File: src/rtl/cfg_io_port.sv
module cfg_io_port #(
  parameter bit PORT_B      = 1'b0,
  parameter int NPINS       = 8,
  parameter int TMR_PINS    = 4,
  parameter int SYNC_STAGES = 2
) (
  input  logic               clk,
  input  logic               rst_n,
  input  logic               reg_wr,
  input  logic [2:0]         reg_addr,
  input  logic [NPINS-1:0]   reg_wdata,
  output logic [NPINS-1:0]   reg_rdata,
  input  logic [2*NPINS-1:0] ad_bus,
  input  logic               ale,
  input  logic               bus_16,
  input  logic [NPINS-1:0]   pld_out,
  output logic [NPINS-1:0]   pld_in,
  output logic [NPINS-1:0]   addr_in,
  input  logic [TMR_PINS-1:0] timer_out,
  input  logic [NPINS-1:0]   pin_in,
  output logic [NPINS-1:0]   pin_out,
  output logic [NPINS-1:0]   pin_oe
);

  localparam int AW = 2 * NPINS;
  localparam logic [2:0] RG_DOUT = 3'd0;
  localparam logic [2:0] RG_DIR  = 3'd1;
  localparam logic [2:0] RG_M0   = 3'd2;
  localparam logic [2:0] RG_M1   = 3'd3;
  localparam logic [2:0] RG_M2   = 3'd4;
  localparam logic [2:0] RG_DIN  = 3'd5;
  localparam logic [2:0] MD_PLD  = 3'd1;
  localparam logic [2:0] MD_AOUT = 3'd2;
  localparam logic [2:0] MD_AIN  = 3'd3;
  localparam logic [2:0] MD_TMR  = 3'd4;

  logic [NPINS-1:0] dout_q, dir_q, m0_q, m1_q, m2_q, ain_q;
  logic [AW-1:0]    alat_q;
  logic [SYNC_STAGES-1:0][NPINS-1:0] sync_q;
  logic [NPINS-1:0] pins_s;

  assign pins_s = sync_q[SYNC_STAGES-1];
  assign pin_oe = dir_q;

  always_ff @(posedge clk) begin
    if (!rst_n) begin
      dout_q <= '0;
      dir_q  <= '0;
      m0_q   <= '0;
      m1_q   <= '0;
      m2_q   <= '0;
      ain_q  <= '0;
      alat_q <= '0;
      sync_q <= '0;
    end else begin
      sync_q <= {sync_q[SYNC_STAGES-2:0], pin_in};
      if (ale) begin
        alat_q <= ad_bus;
        ain_q  <= pins_s;
      end
      if (reg_wr) begin
        case (reg_addr)
          RG_DOUT: dout_q <= reg_wdata;
          RG_DIR:  dir_q  <= reg_wdata;
          RG_M0:   m0_q   <= reg_wdata;
          RG_M1:   m1_q   <= reg_wdata;
          RG_M2:   m2_q   <= reg_wdata;
          default: ;
        endcase
      end
    end
  end

  always_comb begin
    case (reg_addr)
      RG_DOUT: reg_rdata = dout_q;
      RG_DIR:  reg_rdata = dir_q;
      RG_M0:   reg_rdata = m0_q;
      RG_M1:   reg_rdata = m1_q;
      RG_M2:   reg_rdata = m2_q;
      RG_DIN:  reg_rdata = pins_s;
      default: reg_rdata = '0;
    endcase
  end

  wire unused_ok = &{1'b0, bus_16, alat_q[AW-1:NPINS]};

  for (genvar n = 0; n < NPINS; n++) begin : g_pin
    logic [2:0] code;
    logic is_pld, is_aout, is_ain, is_tmr, abit, tbit;

    assign code    = {m2_q[n], m1_q[n], m0_q[n]};
    assign is_pld  = (code == MD_PLD);
    assign is_aout = (code == MD_AOUT);
    assign is_ain  = (code == MD_AIN) && !PORT_B;

    if (n < TMR_PINS) begin : g_tmr
      assign is_tmr = (code == MD_TMR);
      assign tbit   = timer_out[n];
    end else begin : g_notmr
      assign is_tmr = 1'b0;
      assign tbit   = 1'b0;
    end

    if (PORT_B) begin : g_b
      assign abit = bus_16 ? alat_q[n+NPINS] : alat_q[n];
    end else begin : g_a
      assign abit = alat_q[n];
    end

    assign pin_out[n] = is_pld  ? pld_out[n] :
                        is_aout ? abit       :
                        is_tmr  ? tbit       : dout_q[n];
    assign pld_in[n]  = is_pld & pins_s[n];
    assign addr_in[n] = is_ain & ain_q[n];

    if (n >= TMR_PINS) begin : g_hi_chk
      assert_hi_timer_R8: assert property (@(posedge clk) disable iff (!rst_n)
        (code == MD_TMR) |-> (pin_out[n] == dout_q[n]));
    end
  end

  assert_dir_write_R2: assert property (@(posedge clk) disable iff (!rst_n)
    (reg_wr && reg_addr == RG_DIR) |=> (pin_oe == $past(reg_wdata)));

  assert_reset_oe_R1: assert property (@(posedge clk)
    $rose(rst_n) |-> (pin_oe == '0));

  assert_alat_hold_R6: assert property (@(posedge clk) disable iff (!rst_n)
    !ale |=> $stable(alat_q));

  assert_ain_hold_R9: assert property (@(posedge clk) disable iff (!rst_n)
    !ale |=> $stable(ain_q));

  assert_portb_no_ain_R9: assert property (@(posedge clk) disable iff (!rst_n)
    PORT_B |-> (addr_in == '0));

endmodule

File: config.mk
export PLATFORM = sky130hd
export DESIGN_NAME = cfg_io_port
export DESIGN_NICKNAME = d
export VERILOG_FILES = /design/src/rtl/cfg_io_port.sv
export SDC_FILE = /design/constraint.sdc
export NUM_CORES = 1
export LEC_CHECK = 0
export BUFFER_PORTS_ARGS = -buffer_cell sky130_fd_sc_hd__buf_2
export CAP_MARGIN = 20
export CORE_AREA = 2 2 96 80
export DETAILED_ROUTE_END_ITERATION = 6
export DIE_AREA = 0 0 98 82
export HOLD_SLACK_MARGIN = 0.02
export PLACE_DENSITY = 0.78
export SLEW_MARGIN = 30
export SYNTH_ARGS = -nofsm -noshare
export SYNTH_HDL_FRONTEND = slang
export SYNTH_SLANG_ARGS = --single-unit
File: constraint.sdc
create_clock -name clk -period 1.18 [get_ports clk]
set_clock_uncertainty 0.05 [all_clocks]
set_input_delay 0 -clock clk [delete_from_list [all_inputs] [get_ports clk]]
set_output_delay 0 -clock clk [all_outputs]
set_load 0.005 [all_outputs]
==> impl_metrics.json, run 1 <==
{
  "cts-root-buf": "clkbuf_8",
  "most-common-layout-cells": "82 x buf_2, 46 x mux2i_1, 44 x buf_4",
  "syn_inst": 369,
  "min_period_ps": 1510,
  "num_vias": 3431,
  "die_x_um": 98,
  "cts_tree": "yes",
  "outcome": "complete, but fails checks",
  "yosys_warnings": 0,
  "slew_viol_final": 0,
  "maxCapViolCount": 0,
  "slew_headroom_pct": 71.3,
  "rows": 28,
  "finalSetupViolations": 31,
  "dr.pass1.iters": 4,
  "drtIter0Drc": 240,
  "synth_seq_cells": 72,
  "dieArea_sq_um": 8040,
  "core_area_sq_um": 7110,
  "h-tree-depth": 3,
  "max_slew.worst_pin.slew_ps": 431,
  "clock-sinks": 72,
  "synth_area_leaders": "dfxtp_1 40%, mux2i_1 13%, nor2b_1 6.9%",
  "ir_drop_v": 0.000769,
  "final_util_pct": 75.9,
  "cp.arrival_ps": 1460,
  "postRouteAntennaNets": 0,
  "initial_core_util_pct": 51.1,
  "yosysSeqAreaShare_pct": 39.7,
  "antenna_found_initial": 0,
  "min_path_type": "input port to register",
  "worstPathMaxFanout": 6,
  "drive_above_1_share_pct": 45.4,
  "critPathLaunchType": "register",
  "mostFrequentLayoutCell": "buf_2",
  "fin_crit_sh_pct": 128,
  "numCtsBuffers": 9,
  "syn2layout_area_growth_pct": 48.6,
  "leakage_nw": 2.20,
  "wirelength_mm": 11.0,
  "nNetsFinal": 576,
  "path_class": "register to output pin",
  "synth_cell_types": 41,
  "clk_latency_ps": 350,
  "port_buffers": 82,
  "insertedDiodeCount": 0,
  "clock_path_buffers": 2,
  "synth_top_area_share_pct": 39.7,
  "grt_max_degree": 59,
  "syn_area_per_cell_sq_um": 9.84,
  "grt_overflow": 0,
  "grt_use_total_pct": 26.8,
  "grt_pass1_wl_mm": 17.0,
  "place_congestion": 0.797,
  "postLayoutSetupSlackWorst_ps": -333,
  "first_global_vias": 3466,
  "drc_errors": 0,
  "syn_nets": 421,
  "viasPerCell": 5.54,
  "cp-end-kind": "output pin",
  "yosys.area.top_type": "dfxtp_1",
  "power_density_nw_per_um2": 942,
  "hold_viol": 0,
  "wl_per_cell_um": 17.8,
  "ioPinCount": 92,
  "finalPower_mw": 5.08,
  "rsz0062_at_grt": "yes",
  "place_hpwl_mm": 6.31,
  "fmax_mhz": 661,
  "netlist_area_sq_um": 3630,
  "crit_required_ps": 1130,
  "die_y_um": 82,
  "timing.hold.ws_ps": 106,
  "clkTransAtPathRegs_ps": 80,
  "violations": "negative setup slack",
  "fill_cells": 453,
  "rrSetupSlack_ps": 30
}
==> cell families (layout without fill, tap and decap cells) <==
logic type / count (synthesis) / count (layout) / synth area share, %
flops: 72 / 72 / 39.7
simple gates: 146 / 146 / 26.6
buf+inv: 35 / 195 / 5.24
compound gates: 61 / 61 / 12.0
mux: 55 / 55 / 16.5
==> sequential cells by signal, summed over array words and instances, names as in the netlist <==
signal  flops
dout_q      8
m1_q        8
ain_q       8
m2_q        8
pins_s      8
alat_q      8
pin_oe      8
m0_q        8
sync_q      8
==> final cells by class <==
class                   count  area (sq um)  share of cell area, %
clock buffers              12           155                   2.88
clock inverters             4          28.8                  0.533
multi-input cells         262          2290                   42.5
well taps                  90           113                   2.09
inverters                   5          18.8                  0.348
flip-flops and latches     72          1530                   28.3
repair buffers            174          1260                   23.4
==> cell usage after synthesis (all sizes together) <==
| library cell | n |
|---|---|
| a31oi | 8 |
| dfxtp | 72 |
| a221oi | 3 |
| clkbuf | 17 |
| a21o | 4 |
| inv | 5 |
| o21ai | 4 |
| a21boi | 16 |
| mux2 | 6 |
| a211o | 1 |
| a21oi | 8 |
| mux2i | 46 |
| nor3 | 1 |
| and4b | 9 |
| and4bb | 2 |
| nand2 | 33 |
| nand4b | 2 |
| nor2 | 4 |
| nor2b | 41 |
| nand3b | 6 |
| and2 | 16 |
| a22oi | 3 |
| o221ai | 1 |
| nor4bb | 13 |
| a2bb2o | 1 |
| mux4 | 3 |
| o22ai | 3 |
| or4b | 1 |
| buf | 13 |
| nand2b | 13 |
| nor4b | 5 |
| o22a | 9 |
==> power breakdown <==
group / total (mW) / leakage [nW] / internal (mW) / switching [mW]
logic: 0.741 / 1.51 / 0.421 / 0.320
clock network: 1.80 / 0.0886 / 0.878 / 0.921
registers: 2.54 / 0.607 / 2.47 / 0.0699
total: 5.08 / 2.20 / 3.77 / 1.31
==> path summary, 6_finish.rpt <==
path / start / endpoint / depth (start not counted)
min reg2reg: sync_q[2]$_SDFF_PN0_ / pins_s[2]$_SDFF_PN0_ / 1
max: m1_q[7]$_SDFFE_PN0P_ / reg_rdata[7] / 4
min: ale / ain_q[1]$_SDFFE_PN0P_ / 4
max reg2reg: m0_q[0]$_SDFFE_PN0P_ / m0_q[0]$_SDFFE_PN0P_ / 4
==> stage by stage <==
stage	instance area, sq um	setup slack, ps	TNS [ps]	instances
3_3_place_gp	4310	-48.0	-426	551
3_5_place_dp	4310	-74.9	-1420	551
6_report	5400	-333	-5160	619
4_1_cts	5180	-318	-5090	613
5_1_grt	5400	-373	-6910	619
2_1_floorplan	3630	69.7	0	369
==> worst max-delay path, cell delays in order (launching register included) <==
cell and delay [ps]:
dfxtp_4 370, mux2_1 330, a22oi_2 160, a21oi_1 110
buf_2 140
==> metal layers <==
layer	vias up	GRT usage [%]	wire length, um	share of wire (%)
met2	146	47.3	5380	49
met5	-	0	0	0
met3	35	7.15	640	5.8
met4	0	11.1	388	3.5
met1	1626	31.4	4580	42
li1	1624	-	-	-
==> timing repair <==
item	in CTS	in global routing
setup buffers	17	7
resized for setup	83	35
setup endpoints to repair	30	32
hold buffers	29	0
pin swaps	19	12
hold endpoints to repair	60	0
(Power assumes the default switching activity.)
==> run 2, diff against run 1 <==
--- a/config.mk
+++ b/config.mk
@@ -7,11 +7,12 @@
 export LEC_CHECK = 0
 export BUFFER_PORTS_ARGS = -buffer_cell sky130_fd_sc_hd__buf_2
 export CAP_MARGIN = 20
-export CORE_AREA = 2 2 96 80
+export CORE_AREA = 2 2 71 107
 export DETAILED_ROUTE_END_ITERATION = 6
-export DIE_AREA = 0 0 98 82
+export DIE_AREA = 0 0 73 109
 export HOLD_SLACK_MARGIN = 0.02
 export PLACE_DENSITY = 0.78
+export SKIP_CTS_REPAIR_TIMING = 1
 export SLEW_MARGIN = 30
 export SYNTH_ARGS = -nofsm -noshare
 export SYNTH_HDL_FRONTEND = slang
==> impl_metrics.json, run 2 (synthesis results as in run 1) <==
{
  "clock-sinks": 72,
  "wl_per_cell_um": 16.1,
  "clk_latency_ps": 350,
  "ir_drop_v": 0.00105,
  "postRouteAntennaNets": 0,
  "holdPathStages": 3,
  "initial_core_util_pct": 51.3,
  "first_global_vias": 2766,
  "min_period_ps": 1520,
  "drc_errors": 0,
  "path_cells": "mux4_2 -> inv_2 -> o22ai_2 -> buf_2",
  "cp.arrival_ps": 1470,
  "cp-end-kind": "output pin",
  "outcome": "complete, but fails checks",
  "postLayoutSetupSlackWorst_ps": -337,
  "critPathLaunchType": "register",
  "dr.pass1.iters": 4,
  "worstPathMaxFanout": 4,
  "numCtsBuffers": 9,
  "syn2layout_area_growth_pct": 44.7,
  "fmax_mhz": 659,
  "timing.rr.end": "m2_q[2]$_SDFFE_PN0P_",
  "leakage_nw": 2.17,
  "finalSetupViolations": 29,
  "insertedDiodeCount": 0,
  "violations": "negative setup slack",
  "maxCapViolCount": 0,
  "r2r_cells": 4,
  "fin_crit_sh_pct": 129,
  "mostFrequentLayoutCell": "buf_2",
  "grt_use_total_pct": 22.3,
  "num_vias": 3255,
  "grt_pass1_wl_mm": 13.6,
  "grt_overflow": 0,
  "rrSetupSlack_ps": 250,
  "cp_slowest_cell": "mux4_2",
  "slowest_delay_ps": 470,
  "port_buffers": 82,
  "ioPinCount": 92,
  "max_slew.worst_pin.slew_ps": 418,
  "whs_endpoint": "m1_q[2]$_SDFFE_PN0P_",
  "nNetsFinal": 563,
  "hold_viol": 0,
  "antenna_found_initial": 0,
  "timing.hold.ws_ps": 95.9,
  "viasPerCell": 5.46,
  "rsz0062_at_grt": "yes",
  "drive_above_1_share_pct": 42.8,
  "drtIter0Drc": 204,
  "slew_headroom_pct": 72.2,
  "clkTransAtPathRegs_ps": 80,
  "path_class": "register to output pin",
  "core_area_sq_um": 7080,
  "crit_required_ps": 1130,
  "dieArea_sq_um": 7960,
  "r2r_start": "m2_q[2]$_SDFFE_PN0P_",
  "rows": 38,
  "place_congestion": 0.858,
  "die_y_um": 109,
  "wirelength_mm": 9.60,
  "cts_tree": "yes",
  "worstHoldStart": "rst_n",
  "power_density_nw_per_um2": 1040,
  "cts-root-buf": "clkbuf_8",
  "most-common-layout-cells": "82 x buf_2, 46 x mux2i_1, 41 x dfxtp_1",
  "place_hpwl_mm": 6.06,
  "grt_max_degree": 61,
  "tns_ps": -4960,
  "slew_viol_final": 0,
  "die_x_um": 73,
  "clock_path_buffers": 2,
  "h-tree-depth": 3,
  "min_path_type": "input port to register"
}
-- run 2: cell count changes in the layout (fill, tap and decap cells not counted), moves of 2 or more --
cell / change
buf_4: -8
buf_6: -4
dfxtp_2: +4
nor4bb_1: +4
dfxtp_4: -3
nor4b_1: +3
nor4b_2: -3
nor4bb_2: -3
bufinv_16: +2
clkinvlp_4: -2
dlygate4sd3_1: -2
-- run 2: worst max-delay path by stage --
stage,from,to,cells after the start
after floorplan,m2_q[1]$_SDFFE_PN0P_,reg_rdata[1],4
after global placement,reg_addr[1],dout_q[0]$_SDFFE_PN0P_,4
after detailed placement,reg_addr[1],pin_oe[7]$_SDFFE_PN0P_,4
after CTS,pins_s[3]$_SDFF_PN0_,reg_rdata[3],4
after global routing,m1_q[4]$_SDFFE_PN0P_,reg_rdata[4],4
final,m2_q[3]$_SDFFE_PN0P_,reg_rdata[3],4
-- run 2: layout make-up --
| type | instances | area [sq um] |
|---|---|---|
| fillers | 475 | 1830 |
| flip-flops and latches | 72 | 1520 |
| multi-input cells | 262 | 2230 |
| well taps | 80 | 100 |
| clock inverters | 5 | 78.8 |
| clock buffers | 11 | 151 |
| inverters | 5 | 18.8 |
| repair buffers | 161 | 1160 |
-- run 2: power breakdown --
group | total [mW] | internal [mW] | leakage, nW | switching, mW
Sequential | 2.55 | 2.48 | 0.607 | 0.0663
Clock | 2.22 | 1.30 | 0.119 | 0.914
Combinational | 0.706 | 0.407 | 1.44 | 0.299
-- run 2: worst max-delay path, delay by kind of cell, from the launching register on --
family | cells | cell delay, ps
multiplexers | 1 | 470
flip-flops | 1 | 340
buffers and inverters | 2 | 220
AO/OA/AOI/OAI | 1 | 90
-- run 2: layer usage --
layer  vias to the layer above  share of wire, %  track usage [%]
li1                       1606                 -                -
met1                      1549                44             28.1
met2                        76                50             36.4
met3                        24               3.4             4.44
met4                         0               2.9             9.66
met5                         -                 0                0
-- run 2: metrics by stage --
stage | power (mW) | worst slack [ps] | instances | cell area, sq um | utilization [%]
2_1_floorplan | 2.94 | 69.7 | 369 | 3630 | -
3_3_place_gp | 3.17 | -15.0 | 537 | 4290 | 60.6
3_5_place_dp | 3.18 | -65.8 | 537 | 4290 | 60.6
4_1_cts | 5.37 | -364 | 553 | 4520 | 63.8
5_1_grt | 5.66 | -373 | 596 | 5260 | 74.2
6_report | 5.47 | -337 | 596 | 5260 | 74.2
==> run 3, diff against run 2 <==
--- a/config.mk
+++ b/config.mk
@@ -5,11 +5,12 @@
 export SDC_FILE = /design/constraint.sdc
 export NUM_CORES = 1
 export LEC_CHECK = 0
-export BUFFER_PORTS_ARGS = -buffer_cell sky130_fd_sc_hd__buf_2
+export BUFFER_PORTS_ARGS = -buffer_cell sky130_fd_sc_hd__buf_4
 export CAP_MARGIN = 20
 export CORE_AREA = 2 2 71 107
 export DETAILED_ROUTE_END_ITERATION = 6
 export DIE_AREA = 0 0 73 109
+export GPL_ROUTABILITY_DRIVEN = 0
 export HOLD_SLACK_MARGIN = 0.02
 export PLACE_DENSITY = 0.78
 export SKIP_CTS_REPAIR_TIMING = 1
==> impl_metrics.json, run 3 (synthesis results as in run 1) <==
{
  "outcome": "complete, but fails checks",
  "violations": "negative setup slack",
  "cts_tree": "yes",
  "drc_errors": 0,
  "wirelength_mm": 9.63,
  "grt_use_total_pct": 22.4,
  "multi_input_area_sq_um": 2280,
  "cp-end-kind": "output pin",
  "tns_ps": -4920,
  "cp.arrival_ps": 1450,
  "postRouteAntennaNets": 0,
  "cts-root-buf": "clkbuf_8",
  "dieArea_sq_um": 7960,
  "path_class": "register to output pin",
  "met2WireLength_mm": 5.09,
  "initial_core_util_pct": 51.3,
  "h-tree-depth": 3,
  "first_global_vias": 2973,
  "min_period_ps": 1500,
  "drtIter0Drc": 194,
  "dr_wl_met3_um": 290,
  "clock_path_buffers": 2,
  "core_area_sq_um": 7080,
  "grt_pass1_wl_mm": 13.8,
  "regArea_sq_um": 1530,
  "rows": 38,
  "min_path_type": "input port to register",
  "instances_no_fill": 588,
  "dr.pass1.iters": 4,
  "clock-sinks": 72,
  "port_buffers": 82,
  "crit_required_ps": 1130,
  "numCtsBuffers": 9,
  "drive_above_1_share_pct": 43.5,
  "critPathLaunchType": "register",
  "leakage_nw": 2.13,
  "place_hpwl_mm": 6.12,
  "insertedDiodeCount": 0,
  "slew_viol_final": 0,
  "syn2layout_area_growth_pct": 48.2,
  "power_density_nw_per_um2": 950,
  "grt_overflow": 0,
  "m1WireLength_mm": 4.07,
  "clkTransAtPathRegs_ps": 70,
  "wl_per_cell_um": 16.4,
  "max_slew.worst_pin.slew_ps": 507,
  "hold_viol": 0,
  "maxCapViolCount": 0,
  "grt_max_degree": 42,
  "nNetsFinal": 555,
  "finalSetupViolations": 30,
  "finalPower_mw": 5.11,
  "pre_cts_slack_ps": -11.2,
  "clk_latency_ps": 340,
  "mostFrequentLayoutCell": "buf_4",
  "fill_cells": 466,
  "antenna_found_initial": 0,
  "postLayoutSetupSlackWorst_ps": -319,
  "die_x_um": 73,
  "most-common-layout-cells": "114 x buf_4, 46 x mux2i_1, 40 x nor2b_1, 40 x dfxtp_1, 32 x nand2_1",
  "maxUsedRoutingLayer": "met4",
  "fmax_mhz": 667,
  "rsz0062_at_grt": "yes",
  "timing.hold.ws_ps": 87.0,
  "ioPinCount": 92,
  "die_y_um": 109,
  "viasPerCell": 5.55,
  "ir_drop_v": 0.000952,
  "slew_headroom_pct": 66.1,
  "placedCellCount": 536,
  "fin_crit_sh_pct": 127,
  "worstPathMaxFanout": 3,
  "num_vias": 3261
}
[run 3: cell types whose count changed in the layout (fill, tap and decap cells not counted), sizes merged]
cell | before | now
buf | 134 | 125
dlygate4sd3 | 27 | 28
bufinv | 2 | 0
clkinv | 3 | 1
clkinvlp | 0 | 1
clkbuf | 11 | 14
[run 3: where the power goes]
group / leakage, nW / switching, mW / internal [mW]
clock: 0.0927 / 0.889 / 0.935
combinational: 1.43 / 0.299 / 0.446
sequential: 0.608 / 0.0677 / 2.48
[run 3: path summary, 6_finish.rpt]
check / cells after the start / slack (ps) / endpoint / startpoint
min reg2reg: 1 / 380 / pins_s[5]$_SDFF_PN0_ / sync_q[5]$_SDFF_PN0_
min: 3 / 90 / pins_s[3]$_SDFF_PN0_ / rst_n
max reg2reg: 3 / 210 / m1_q[5]$_SDFFE_PN0P_ / m1_q[5]$_SDFFE_PN0P_
max: 4 / -320 / reg_rdata[5] / pins_s[5]$_SDFF_PN0_
[run 3: final cells by class]
class | count | share of cell area [%]
Multi-Input combinational cell | 262 | 42.4
Sequential cell | 72 | 28.4
Timing Repair Buffer | 153 | 23.6
Clock buffer | 14 | 3.21
Tap cell | 80 | 1.86
Inverter | 5 | 0.349
Clock inverter | 2 | 0.232
[run 3: layer usage]
metal  track usage (%)  vias to the layer above
li1                  -                     1588
met1              27.1                     1582
met2              38.7                       75
met3              3.97                       16
met4              8.99                        0
met5                 0                        -
[run 3: per-stage QoR]
step	cell area (sq um)	utilization [%]
3_5_place_dp	4470	63.0
4_1_cts	4650	65.6
3_3_place_gp	4470	63.0
5_1_grt	5380	76.0
6_report	5380	76.0
2_1_floorplan	3630	-
[run 3: worst max-delay path, cell delays in order (launching register included)]
cell and delay [ps]:
dfxtp_2 340, mux4_2 480, inv_2 70, o22ai_2 70
buf_4 150
